`config.mk`:
```
export PLATFORM = sky130hd
export DESIGN_NAME = oring_gate_ctrl
export DESIGN_NICKNAME = d
export VERILOG_FILES = /design/src/rtl/oring_pkg.sv /design/src/rtl/oring_pulse_timer.sv /design/src/rtl/oring_fsm.sv /design/src/rtl/oring_gate_ctrl.sv
export SDC_FILE = /design/constraint.sdc
export NUM_CORES = 1
export LEC_CHECK = 0
export BUFFER_PORTS_ARGS = -buffer_cell sky130_fd_sc_hd__buf_2
export CAP_MARGIN = 20
export CORE_ASPECT_RATIO = 1.5
export CORE_MARGIN = 5
export CORE_UTILIZATION = 40
export DETAILED_ROUTE_END_ITERATION = 7
export PLACE_DENSITY = 0.6
export SLEW_MARGIN = 5
export SYNTH_ARGS = -nofsm -noshare
export SYNTH_HDL_FRONTEND = slang
export SYNTH_HIERARCHICAL = 1
export SYNTH_SLANG_ARGS = --single-unit
```
`constraint.sdc`:
```
create_clock -name clk_i -period 2.3 [get_ports clk_i]
set_input_delay 0.23 -clock clk_i [delete_from_list [all_inputs] [get_ports clk_i]]
set_output_delay 0.23 -clock clk_i [all_outputs]
set_load 0.02 [all_outputs]
```
`src/rtl/oring_pkg.sv`:
```
package oring_pkg;
  typedef enum logic [1:0] {
    ST_PRECHG = 2'd0,
    ST_OFF    = 2'd1,
    ST_ON     = 2'd2
  } oring_state_e;
endpackage

```
`src/rtl/oring_pulse_timer.sv`:
```
module oring_pulse_timer #(
  parameter int unsigned TICK_DIV = 50,
  parameter int unsigned TICKS    = 20
) (
  input  logic clk_i,
  input  logic rst_ni,
  input  logic start_i,
  input  logic abort_i,
  output logic active_o
);
  localparam int unsigned PW = (TICK_DIV > 1) ? $clog2(TICK_DIV) : 1;
  localparam int unsigned CW = $clog2(TICKS + 1);
  localparam logic [PW-1:0] PRE_LAST = PW'(TICK_DIV - 1);
  localparam logic [CW-1:0] CNT_INIT = CW'(TICKS);

  logic [PW-1:0] pre_q;
  logic [CW-1:0] cnt_q;

  // prescaler restarts on every start so pulse length is exact
  always_ff @(posedge clk_i or negedge rst_ni) begin
    if (!rst_ni) begin
      pre_q <= '0;
      cnt_q <= '0;
    end else if (start_i) begin
      pre_q <= '0;
      cnt_q <= CNT_INIT;
    end else if (abort_i) begin
      pre_q <= '0;
      cnt_q <= '0;
    end else if (cnt_q != '0) begin
      if (pre_q == PRE_LAST) begin
        pre_q <= '0;
        cnt_q <= cnt_q - 1'b1;
      end else begin
        pre_q <= pre_q + 1'b1;
      end
    end
  end

  assign active_o = (cnt_q != '0);
endmodule

```
`src/rtl/oring_fsm.sv`:
```
module oring_fsm
  import oring_pkg::*;
(
  input  logic         clk_i,
  input  logic         rst_ni,
  input  logic         en_i,
  input  logic         ov_i,
  input  logic         cp_hi_i,
  input  logic         cp_lo_i,
  input  logic         fwd_i,
  input  logic         rev_i,
  output oring_state_e state_o,
  output logic         pu_start_o,
  output logic         pu_stop_o,
  output logic         pd_start_o,
  output logic         pd_stop_o
);
  oring_state_e state_q, state_d;
  logic         allow_on;

  assign allow_on = en_i && !ov_i;

  always_comb begin
    state_d = state_q;
    if (cp_lo_i) begin
      state_d = ST_PRECHG;
    end else begin
      unique case (state_q)
        ST_PRECHG: if (cp_hi_i)              state_d = ST_OFF;
        ST_OFF:    if (fwd_i && allow_on)    state_d = ST_ON;
        ST_ON:     if (rev_i || !allow_on)   state_d = ST_OFF;
        default:                             state_d = ST_PRECHG;
      endcase
    end
  end

  always_ff @(posedge clk_i or negedge rst_ni) begin
    if (!rst_ni) state_q <= ST_PRECHG;
    else         state_q <= state_d;
  end

  assign pu_start_o = (state_q != ST_ON) && (state_d == ST_ON);
  assign pu_stop_o  = (state_q == ST_ON) && (state_d != ST_ON);
  assign pd_start_o = (state_q == ST_ON) && (state_d == ST_OFF);
  assign pd_stop_o  = (state_q == ST_OFF) && (state_d != ST_OFF);
  assign state_o    = state_q;
endmodule

```
`src/rtl/oring_gate_ctrl.sv`:
```
module oring_gate_ctrl
  import oring_pkg::*;
#(
  parameter int unsigned TICK_DIV = 50,
  parameter int unsigned PU_TICKS = 20,
  parameter int unsigned PD_TICKS = 15
) (
  input  logic clk_i,
  input  logic rst_ni,
  input  logic en_i,
  input  logic ov_i,
  input  logic cp_hi_i,
  input  logic cp_lo_i,
  input  logic fwd_i,
  input  logic rev_i,
  output logic pu_fast_o,
  output logic pu_hold_o,
  output logic pd_fast_o,
  output logic pd_hold_o,
  output logic gate_on_o,
  output logic cp_up_o
);
  localparam int unsigned NPULSE = 2;
  localparam int unsigned PU_IDX = 0;
  localparam int unsigned PD_IDX = 1;

  oring_state_e      state;
  logic [NPULSE-1:0] p_start, p_stop, p_act;

  oring_fsm u_fsm (
    .clk_i     (clk_i),
    .rst_ni    (rst_ni),
    .en_i      (en_i),
    .ov_i      (ov_i),
    .cp_hi_i   (cp_hi_i),
    .cp_lo_i   (cp_lo_i),
    .fwd_i     (fwd_i),
    .rev_i     (rev_i),
    .state_o   (state),
    .pu_start_o(p_start[PU_IDX]),
    .pu_stop_o (p_stop[PU_IDX]),
    .pd_start_o(p_start[PD_IDX]),
    .pd_stop_o (p_stop[PD_IDX])
  );

  for (genvar g = 0; g < NPULSE; g++) begin : g_pulse
    localparam int unsigned LEN = (g == PU_IDX) ? PU_TICKS : PD_TICKS;
    oring_pulse_timer #(
      .TICK_DIV(TICK_DIV),
      .TICKS   (LEN)
    ) u_tmr (
      .clk_i   (clk_i),
      .rst_ni  (rst_ni),
      .start_i (p_start[g]),
      .abort_i (p_stop[g]),
      .active_o(p_act[g])
    );
  end

  always_comb begin
    pu_fast_o = 1'b0;
    pu_hold_o = 1'b0;
    pd_fast_o = 1'b0;
    pd_hold_o = 1'b0;
    unique case (state)
      ST_ON: begin
        pu_fast_o = p_act[PU_IDX];
        pu_hold_o = !p_act[PU_IDX];
      end
      ST_OFF: begin
        pd_fast_o = p_act[PD_IDX];
        pd_hold_o = !p_act[PD_IDX];
      end
      default: pd_hold_o = 1'b1;
    endcase
  end

  assign gate_on_o = (state == ST_ON);
  assign cp_up_o   = (state != ST_PRECHG);
endmodule

```
==> impl_metrics.json, run 1 <==
{
  "skew_ns": 0.00481,
  "vias": 1170,
  "cts_root_buf": "clkbuf_8",
  "synth_nets": 165,
  "drt_iter0_markers": 42,
  "async_flop_share_pct": 100,
  "layout-drive-gt1-share_pct": 19.9,
  "ys_seq_area_share_pct": 40.1,
  "utilization_pct": 47.5,
  "critPathMaxFanout": 6,
  "final-hold-violation-count": 0,
  "r2r_cells": 4,
  "end_kind": "output port",
  "synthFlopType": "dfrtp_1",
  "antennaDiodeCount": 0,
  "num_rows": 26,
  "start_kind": "flip-flop",
  "min_path_cells": 2,
  "setup_viol": 0,
  "maxCapViolCount": 0,
  "cts.htree.levels": 1,
  "ant_nets": 0,
  "power.density_mw_per_mm2": 1200,
  "rsz0062_at_grt": "false",
  "hpwlAfterDp_um": 2390,
  "multi_input_area_um2": 818,
  "die_w_um": 58.9,
  "slew_violations": 0,
  "grt-ovfl-total": 0,
  "worstMarginPinSlew_ns": 0.523,
  "dr.pass1.iters": 4,
  "clockBufferDepth": 2,
  "status": "finished clean",
  "io_pins": 14,
  "netlist_instances": 151,
  "cts.reportedPaths.clkPinSlew_ns": 0.08,
  "via_per_inst": 5.49,
  "cp_slowest_cell": "dfrtp_1",
  "yosys_warnings": 6,
  "core-area_mm2": 0.00345,
  "numClockSinks": 23,
  "netlist_area_mm2": 0.00144,
  "grtUsageTotal_pct": 13.7,
  "reg2reg_from": "g_pulse[0].u_tmr/pre_q[3]",
  "critPathKind": "reg -> out",
  "antenna_found_initial": 0,
  "worstHoldStart": "cp_lo_i",
  "startpoint": "g_pulse[0].u_tmr/cnt_q[0]",
  "cts_tree": "done",
  "required_ns": 2.07,
  "syn2layout_area_growth_pct": 14.1,
  "remaining_drc_errors": 0,
  "grt_start_max_net_pins": 24,
  "synth_edf_count": 0,
  "cp_cell_sequence": "inv_1 > ha_1 > nor4b_4 > buf_4 > inv_2 > and2b_1 > buf_2",
  "hold_path_class": "in -> reg",
  "finalCritPeriodShare_pct": 89.7,
  "peakVddDrop_mv": 0.827,
  "cts_made_buffers": 3,
  "nFillCells": 350,
  "wire_per_inst_um": 14.4,
  "yosys.cell_types.count": 49,
  "grt_pass1_wl_um": 5340,
  "ys_ff_latch": 23,
  "fin_setup_tns_ns": 0,
  "die_h_um": 83.4,
  "avgSynthCellArea_um2": 9.50,
  "portBuffers": 13,
  "nets": 186,
  "seqCellArea_um2": 576,
  "arrival_ns": 1.83,
  "start_util_pct": 41.6,
  "fmax_mhz": 485,
  "gp_congestion": 0.891,
  "p_leak_uw": 0.000735,
  "drt_wl_total_um": 3060,
  "grt_pass1_vias": 1258,
  "clkLatencyLatePin_ns": 0.26,
  "dieArea_mm2": 0.00491,
  "relSlewSlack_pct": 65.2,
  "layout_min_cycle_time_ns": 2.06,
  "cpPeakStageDelay_ns": 0.41
}
metrics by stage:
step	total power [uW]	instance area (um^2)	worst slack, ns	hold slack, ns	instances
2_1_floorplan	1450	1440	0.406	-0.0656	151
3_3_place_gp	1640	1570	0.350	0.235	207
3_5_place_dp	1690	1570	0.341	0.251	207
4_1_cts	1950	1620	0.106	0.200	212
5_1_grt	2160	1640	0.118	0.217	213
6_report	1970	1640	0.237	0.208	213
worst max-delay path, delay by kind of cell, from the launching register on:
family                     cells  cell delay [ns]
and+or+nand+nor                2             0.49
adders and majority gates      1             0.19
buffers and inverters          4             0.49
DFF                            1             0.41
cell type report:
cell class | instances | share of cell area (%)
well taps | 42 | 3.21
flip-flops and latches | 23 | 35.1
inverters | 11 | 2.52
repair buffers | 18 | 6.42
clock buffers | 4 | 2.75
multi-input cells | 115 | 50.0
cell usage after synthesis (2+ instances only):
cell	count	share of area (%)
and3b_1	2	1.2
or3b_1	2	1.2
or3_1	3	1.3
ha_1	6	5.2
inv_2	2	0.52
a31o_1	3	1.8
a21o_1	2	1.0
nor3_1	7	2.4
and3_1	2	0.87
a311o_1	2	1.4
dfrtp_1	23	40
mux2i_1	2	1.4
inv_1	9	2.4
nor4_1	4	1.7
nor4b_2	2	2.1
xnor2_1	4	2.4
a21oi_1	8	2.8
nand4_1	4	1.7
nand2_1	8	2.1
or2_2	3	1.3
nor2_1	15	3.9
nand3_1	10	3.5
xor2_1	2	1.2
layout by cell type (no fill, tap or decap), types with 2 or more instances in the layout:
master	instances
nor4_1	4
or2_2	3
or3_1	3
nand4_1	4
nand3_1	10
nand2_1	8
a21o_1	2
a21oi_1	8
nor2_1	15
mux2i_1	2
nor3_1	7
xor2_1	2
clkbuf_8	3
inv_1	9
inv_2	2
buf_2	13
a31o_1	3
a311o_1	2
buf_4	4
or3b_1	2
and3_1	2
ha_1	6
xnor2_1	4
and3b_1	2
dfrtp_1	23
cells by family after synthesis:
| logic type | synth area share (%) |
|---|---|
| and+or+nand+nor | 34.5 |
| xor gates and xnor gates | 3.66 |
| buffers and inverters | 3.49 |
| adders and majority gates | 5.23 |
| muxes | 2.18 |
| AOI/OAI and AO/OA | 10.8 |
| DFF | 40.1 |
sequential cells by signal (all words and copies together), names as in the netlist:
register	cells
g_pulse.u_tmr/pre_q	12
g_pulse.u_tmr/cnt_q	9
u_fsm/state_o	2
metal layers:
metal	GRT usage (%)	share of wire, %
met1	15.2	40
met2	24.6	56
met3	2.02	1.8
met4	5.98	2.0
met5	0	0
report_power, final:
part	switching, uW	total, uW	internal (uW)	leakage (uW)
registers	220	799	580	0.000288
clock network	125	249	123	0.0000228
logic	466	918	453	0.000425
worst paths after layout:
check	endpoint	slack, ns
hold / removal	u_fsm/state_o[1]	0.21
max in group asynchronous	g_pulse[1].u_tmr/cnt_q[3]	1.48
hold reg to reg	g_pulse[0].u_tmr/cnt_q[4]	0.57
setup reg to reg	g_pulse[0].u_tmr/cnt_q[4]	0.32
min in group asynchronous	g_pulse[1].u_tmr/pre_q[5]	0.47
setup / recovery	pu_hold_o	0.24
what timing repair did:
action | CTS | global route
buffers inserted | 0 | 1
resized for setup | 0 | 1
endpoints found under the hold margin | 23 | 0
hold buffers | 1 | 0
endpoints found under the setup margin | 0 | 2
(Power assumes the default switching activity.)
==> run 2: changes to the inputs <==
- CORE_ASPECT_RATIO: 1.5 -> 0.7
==> run 2 against run 1 <==
  * Setup slack worse by 0.064 ns
  * Critical path depth stayed put
  * Cell count rose by 2.8%
  * Cell area decreased by 0.84%
  * Clock power is essentially flat
  * Combinational power fell by 3.2%
  * Critical endpoint is now pd_hold_o
  * Largest cell class unchanged
==> impl_metrics.json, run 2 (same netlist as run 1, synthesis figures left out) <==
{
  "cts_setup_buffers": 0,
  "cts_tree": "done",
  "clockBufferDepth": 2,
  "critPathKind": "reg -> out",
  "hold_ws_ns": 0.214,
  "dr.pass1.iters": 4,
  "r2r_cells": 4,
  "remaining_drc_errors": 0,
  "via_per_inst": 5.44,
  "fin_setup_tns_ns": 0,
  "antennaDiodeCount": 0,
  "die_h_um": 60.1,
  "grtUsageTotal_pct": 13.8,
  "power.total_uw": 1930,
  "num_rows": 18,
  "portBuffers": 13,
  "critPathMaxFanout": 8,
  "worstMarginPinSlew_ns": 0.535,
  "rsz0062_at_grt": "false",
  "dieArea_mm2": 0.00490,
  "gp_congestion": 0.863,
  "skew_ns": 0.00474,
  "core-area_mm2": 0.00349,
  "maxCapViolCount": 0,
  "utilization_pct": 46.5,
  "layout-drive-gt1-share_pct": 18.9,
  "grt_pass1_wl_um": 5260,
  "drt_iter0_markers": 81,
  "cts_root_buf": "clkbuf_8",
  "fmax_mhz": 470,
  "start_kind": "flip-flop",
  "io_pins": 14,
  "layout_min_cycle_time_ns": 2.13,
  "start_util_pct": 41.1,
  "power.density_mw_per_mm2": 1190,
  "syn2layout_area_growth_pct": 13.2,
  "slew_violations": 0,
  "p_leak_uw": 0.000721,
  "min_path_cells": 2,
  "cts_made_buffers": 3,
  "drt_wl_total_um": 3030,
  "numClockSinks": 23,
  "multi_input_area_um2": 810,
  "grt_start_max_net_pins": 24,
  "required_ns": 2.07,
  "hold_path_class": "in -> reg",
  "post_cts_resized": 0,
  "clkLatencyLatePin_ns": 0.26,
  "relSlewSlack_pct": 64.4,
  "nets": 184,
  "die_w_um": 81.6,
  "antenna_found_initial": 0,
  "end_kind": "output port",
  "wire_per_inst_um": 13.8,
  "largest_reg_flops": 12,
  "cts.htree.levels": 1,
  "layout_common_cells": "dfrtp_1, nor2_1, buf_2",
  "regMostFlops": "g_pulse.u_tmr/pre_q",
  "arrival_ns": 1.90,
  "final-hold-violation-count": 0,
  "ant_nets": 0,
  "grt-ovfl-total": 0,
  "setup_viol": 0,
  "hpwlAfterDp_um": 2340,
  "peakVddDrop_mv": 0.361,
  "vias": 1192,
  "status": "finished clean",
  "finalCritPeriodShare_pct": 92.5,
  "grt_pass1_vias": 1183,
  "cts.reportedPaths.clkPinSlew_ns": 0.08,
  "nFillCells": 338,
  "layout_commonest_cell": "dfrtp_1",
  "seqCellArea_um2": 576
}
run 2: what timing repair did:
item / CTS / global route
endpoints found under the hold margin: 23 / 0
hold buffers: 1 / 0
endpoints found under the setup margin: 0 / 0
run 2: cell type report:
| cell class | instances | share of cell area, % |
|---|---|---|
| clock buffer | 4 | 2.77 |
| inverter | 11 | 2.54 |
| multi-input combinational | 115 | 49.8 |
| sequential | 23 | 35.4 |
| tap | 50 | 3.85 |
| timing repair buffer | 16 | 5.55 |
run 2: power by group:
part           leakage, uW  switching [uW]  total (uW)  internal (uW)
clock            0.0000228             124         247            123
sequential        0.000288             215         795            580
combinational     0.000410             469         889            420
total             0.000721             808        1930           1120
run 2: stage by stage:
| step | setup slack [ns] | area (um^2) | std cells |
|---|---|---|---|
| final | 0.173 | 1620 | 219 |
| after CTS | 0.163 | 1620 | 219 |
| after detailed placement | 0.298 | 1570 | 214 |
| after global routing | 0.0104 | 1620 | 219 |
| after global placement | 0.356 | 1570 | 214 |
| after floorplan | 0.406 | 1440 | 151 |
run 2: layer usage:
metal | GRT usage [%] | up-vias | wire length [um]
li1 | - | 582 | -
met1 | 19.6 | 577 | 1570
met2 | 20.9 | 31 | 1230
met3 | 4.22 | 2 | 211
met4 | 2.61 | 0 | 17
met5 | 0 | - | 0
run 2: worst max-delay path, stage by stage, from the launching register on:
cell,delay [ns]
dfrtp_1,0.41
inv_1,0.07
ha_1,0.18
nor3b_4,0.37
inv_2,0.14
and3b_1,0.22
nor2_1,0.08
buf_2,0.17
run 2: path summary, 6_finish.rpt:
kind                       slack (ns)                        end                      start
hold / removal                   0.21           u_fsm/state_o[1]                    cp_lo_i
max in group asynchronous        1.47  g_pulse[0].u_tmr/cnt_q[3]                     rst_ni
hold reg to reg                  0.56  g_pulse[0].u_tmr/cnt_q[4]  g_pulse[0].u_tmr/cnt_q[4]
setup reg to reg                 0.29  g_pulse[0].u_tmr/cnt_q[4]  g_pulse[0].u_tmr/pre_q[3]
min in group asynchronous        0.48  g_pulse[1].u_tmr/cnt_q[3]                     rst_ni
setup / recovery                 0.17                  pd_hold_o  g_pulse[1].u_tmr/cnt_q[0]
==> run 3: changes to the inputs <==
- ABC_AREA: default -> 1
- PLACE_DENSITY: 0.6 -> 0.59
- SETUP_SLACK_MARGIN: default -> 0.15
==> run 3 against run 2 <==
  * Die area is 6.9% higher
  * Core utilization up 1.0 points
  * Maximum frequency increased by 18%
  * Power shrank 4.3%
  * Combinational power is 2% lower
  * Cell area up 6.2%
  * Flip-flop and latch count stayed put
  * Worst hold slack got worse by 0.071 ns
  * Register-to-register slack gained 0.22 ns
  * Clock power is essentially flat
  * Critical endpoint is now pu_hold_o
==> impl_metrics.json, run 3 <==
{
  "status": "finished clean",
  "synth_edf_count": 0,
  "antenna_found_initial": 0,
  "setup_viol": 0,
  "remaining_drc_errors": 0,
  "cts_setup_buffers": 0,
  "arrival_ns": 1.57,
  "core-area_mm2": 0.00363,
  "fin_setup_tns_ns": 0,
  "die_h_um": 62.1,
  "cts.reportedPaths.clkPinSlew_ns": 0.08,
  "dieArea_mm2": 0.00524,
  "worstHoldStart": "cp_lo_i",
  "yosys.cell_types.count": 27,
  "numClockSinks": 23,
  "required_ns": 2.07,
  "start_util_pct": 42.8,
  "fmax_mhz": 556,
  "dr.pass1.iters": 4,
  "antennaDiodeCount": 0,
  "cts_tree": "done",
  "largest_reg_flops": 12,
  "io_pins": 14,
  "yosysTopAreaCellShare_pct": 37.1,
  "cts_root_buf": "clkbuf_8",
  "utilization_pct": 47.6,
  "cp_slowest_cell": "dfrtp_1",
  "grt_pass1_vias": 1129,
  "portBuffers": 13,
  "netlist_area_mm2": 0.00155,
  "cpPeakStageDelay_ns": 0.38,
  "layout_common_cells": "nand2_1, inv_1, dfrtp_1",
  "layout_commonest_cell": "nand2_1",
  "grt_pass1_wl_um": 5120,
  "holdBufCountCts": 1,
  "r2r_cells": 11,
  "async_flop_share_pct": 100,
  "clockBufferDepth": 2,
  "clkLatencyLatePin_ns": 0.26,
  "synth_most_common_cell": "nand2_1",
  "finalCritPeriodShare_pct": 78.2,
  "synth_nets": 225,
  "grtUsageTotal_pct": 11.7,
  "critPathKind": "reg -> out",
  "ant_nets": 0,
  "yosys_warnings": 6,
  "worstMarginPinSlew_ns": 0.553,
  "layout-drive-gt1-share_pct": 18.0,
  "hold_path_class": "in -> reg",
  "rrSetupSlack_ns": 0.51,
  "relSlewSlack_pct": 63.1,
  "synthTopCellsByCount": "nand2_1, inv_1, dfrtp_1",
  "via_per_inst": 4.61,
  "cts_made_buffers": 3,
  "rsz0062_at_grt": "false",
  "critPathMaxFanout": 4,
  "start_kind": "flip-flop",
  "synthFlopType": "dfrtp_1",
  "startpoint": "g_pulse[0].u_tmr/cnt_q[0]",
  "regMostFlops": "g_pulse.u_tmr/pre_q",
  "nets": 243,
  "power.density_mw_per_mm2": 1070,
  "reg2reg_from": "u_fsm/state_o[1]",
  "vias": 1281,
  "synth.area.top_cells": "dfrtp_1, nand2_1, inv_1, ha_1, nand3_1",
  "wire_per_inst_um": 10.1,
  "p_leak_uw": 0.000978,
  "ys_seq_area_share_pct": 37.1,
  "cts.htree.levels": 1,
  "cp_cell_sequence": "inv_1 > ha_1 > nand3_1 > nor2_1 > buf_2",
  "grt_start_max_net_pins": 24,
  "r2r-end": "g_pulse[1].u_tmr/cnt_q[2]",
  "num_rows": 18,
  "peakVddDrop_mv": 0.448,
  "avgSynthCellArea_um2": 7.35,
  "layout_min_cycle_time_ns": 1.80,
  "netlist_instances": 211,
  "maxCapViolCount": 0,
  "post_cts_resized": 0,
  "drt_wl_total_um": 2820,
  "hpwlAfterDp_um": 2140,
  "drt_iter0_markers": 48,
  "ys_ff_latch": 23,
  "die_w_um": 84.4,
  "min_path_cells": 2,
  "grt-ovfl-total": 0,
  "syn2layout_area_growth_pct": 11.1,
  "skew_ns": 0.00202,
  "hold-path-endpoint": "u_fsm/state_o[1]",
  "yosysTopAreaCell": "dfrtp_1",
  "slew_violations": 0,
  "final-hold-violation-count": 0,
  "gp_congestion": 0.785,
  "end_kind": "output port"
}
==> run 3: cell count changes in the layout (fill, tap and decap cells not counted), moves of 4 or more <==
cell	change
o21ai_0	+4
nor2_2	+7
nor4_1	-4
nand4_1	+8
nand3_1	+5
nor3_1	-7
nand2_1	+42
inv_1	+33
o21ai_1	+6
==> run 3: worst max-delay path, delay by kind of cell (launching register included) <==
| family | cells | cell delay, ns |
|---|---|---|
| fa+ha+maj | 1 | 0.29 |
| flops | 1 | 0.38 |
| buf+inv | 2 | 0.28 |
| simple gates | 2 | 0.35 |
==> run 3: worst max-delay path by stage <==
stage,to,cells past startpoint
floorplan,g_pulse[1].u_tmr/pre_q[5],11
global placement,g_pulse[1].u_tmr/cnt_q[3],11
detailed placement,g_pulse[1].u_tmr/cnt_q[2],11
CTS,pu_hold_o,5
global route,pu_hold_o,5
finish,pu_hold_o,5
==> run 3: through the flow <==
stage / cell area, um^2 / worst slack, ns / instances / hold WS [ns] / total power [uW]
floorplan: 1550 / 0.709 / 211 / -0.0656 / 1440
global placement: 1670 / 0.522 / 273 / 0.244 / 1620
detailed placement: 1670 / 0.525 / 273 / 0.240 / 1610
CTS: 1720 / 0.479 / 278 / 0.136 / 1870
global route: 1720 / 0.307 / 278 / 0.138 / 2070
finish: 1720 / 0.501 / 278 / 0.142 / 1850
==> run 3: area by class of cell <==
cell class	count	area (um^2)
multi-input combinational	141	790
inverter	46	175
clock buffer	3	41.3
fill	358	1900
clock inverter	1	5.00
timing repair buffer	14	75.1
sequential	23	576
tap	50	62.6
==> run 3: logic make-up (layout without fill, tap and decap cells) <==
logic type	Yosys count	after routing	share of synthesized area [%]
DFF	23	23	37.1
xor gates and xnor gates	2	2	1.13
AOI/OAI and AO/OA	20	20	6.77
buffers and inverters	47	64	12.0
and+or+nand+nor	113	113	38.1
adders and majority gates	6	6	4.84
==> run 3: metal layers <==
layer | routed length, um | share of wire, % | up-vias | track usage [%]
met4 | 19 | 0.67 | 0 | 2.37
met1 | 1480 | 52 | 565 | 16.9
li1 | - | - | 699 | -
met3 | 77 | 2.7 | 2 | 3.56
met5 | 0 | 0 | - | 0
met2 | 1250 | 44 | 15 | 17.1
==> run 3: power breakdown <==
part           internal (uW)  switching (uW)  leakage [uW]
logic                    342             528      0.000662
registers                569             160      0.000290
clock network            121             128     0.0000255
total                   1030             816      0.000978
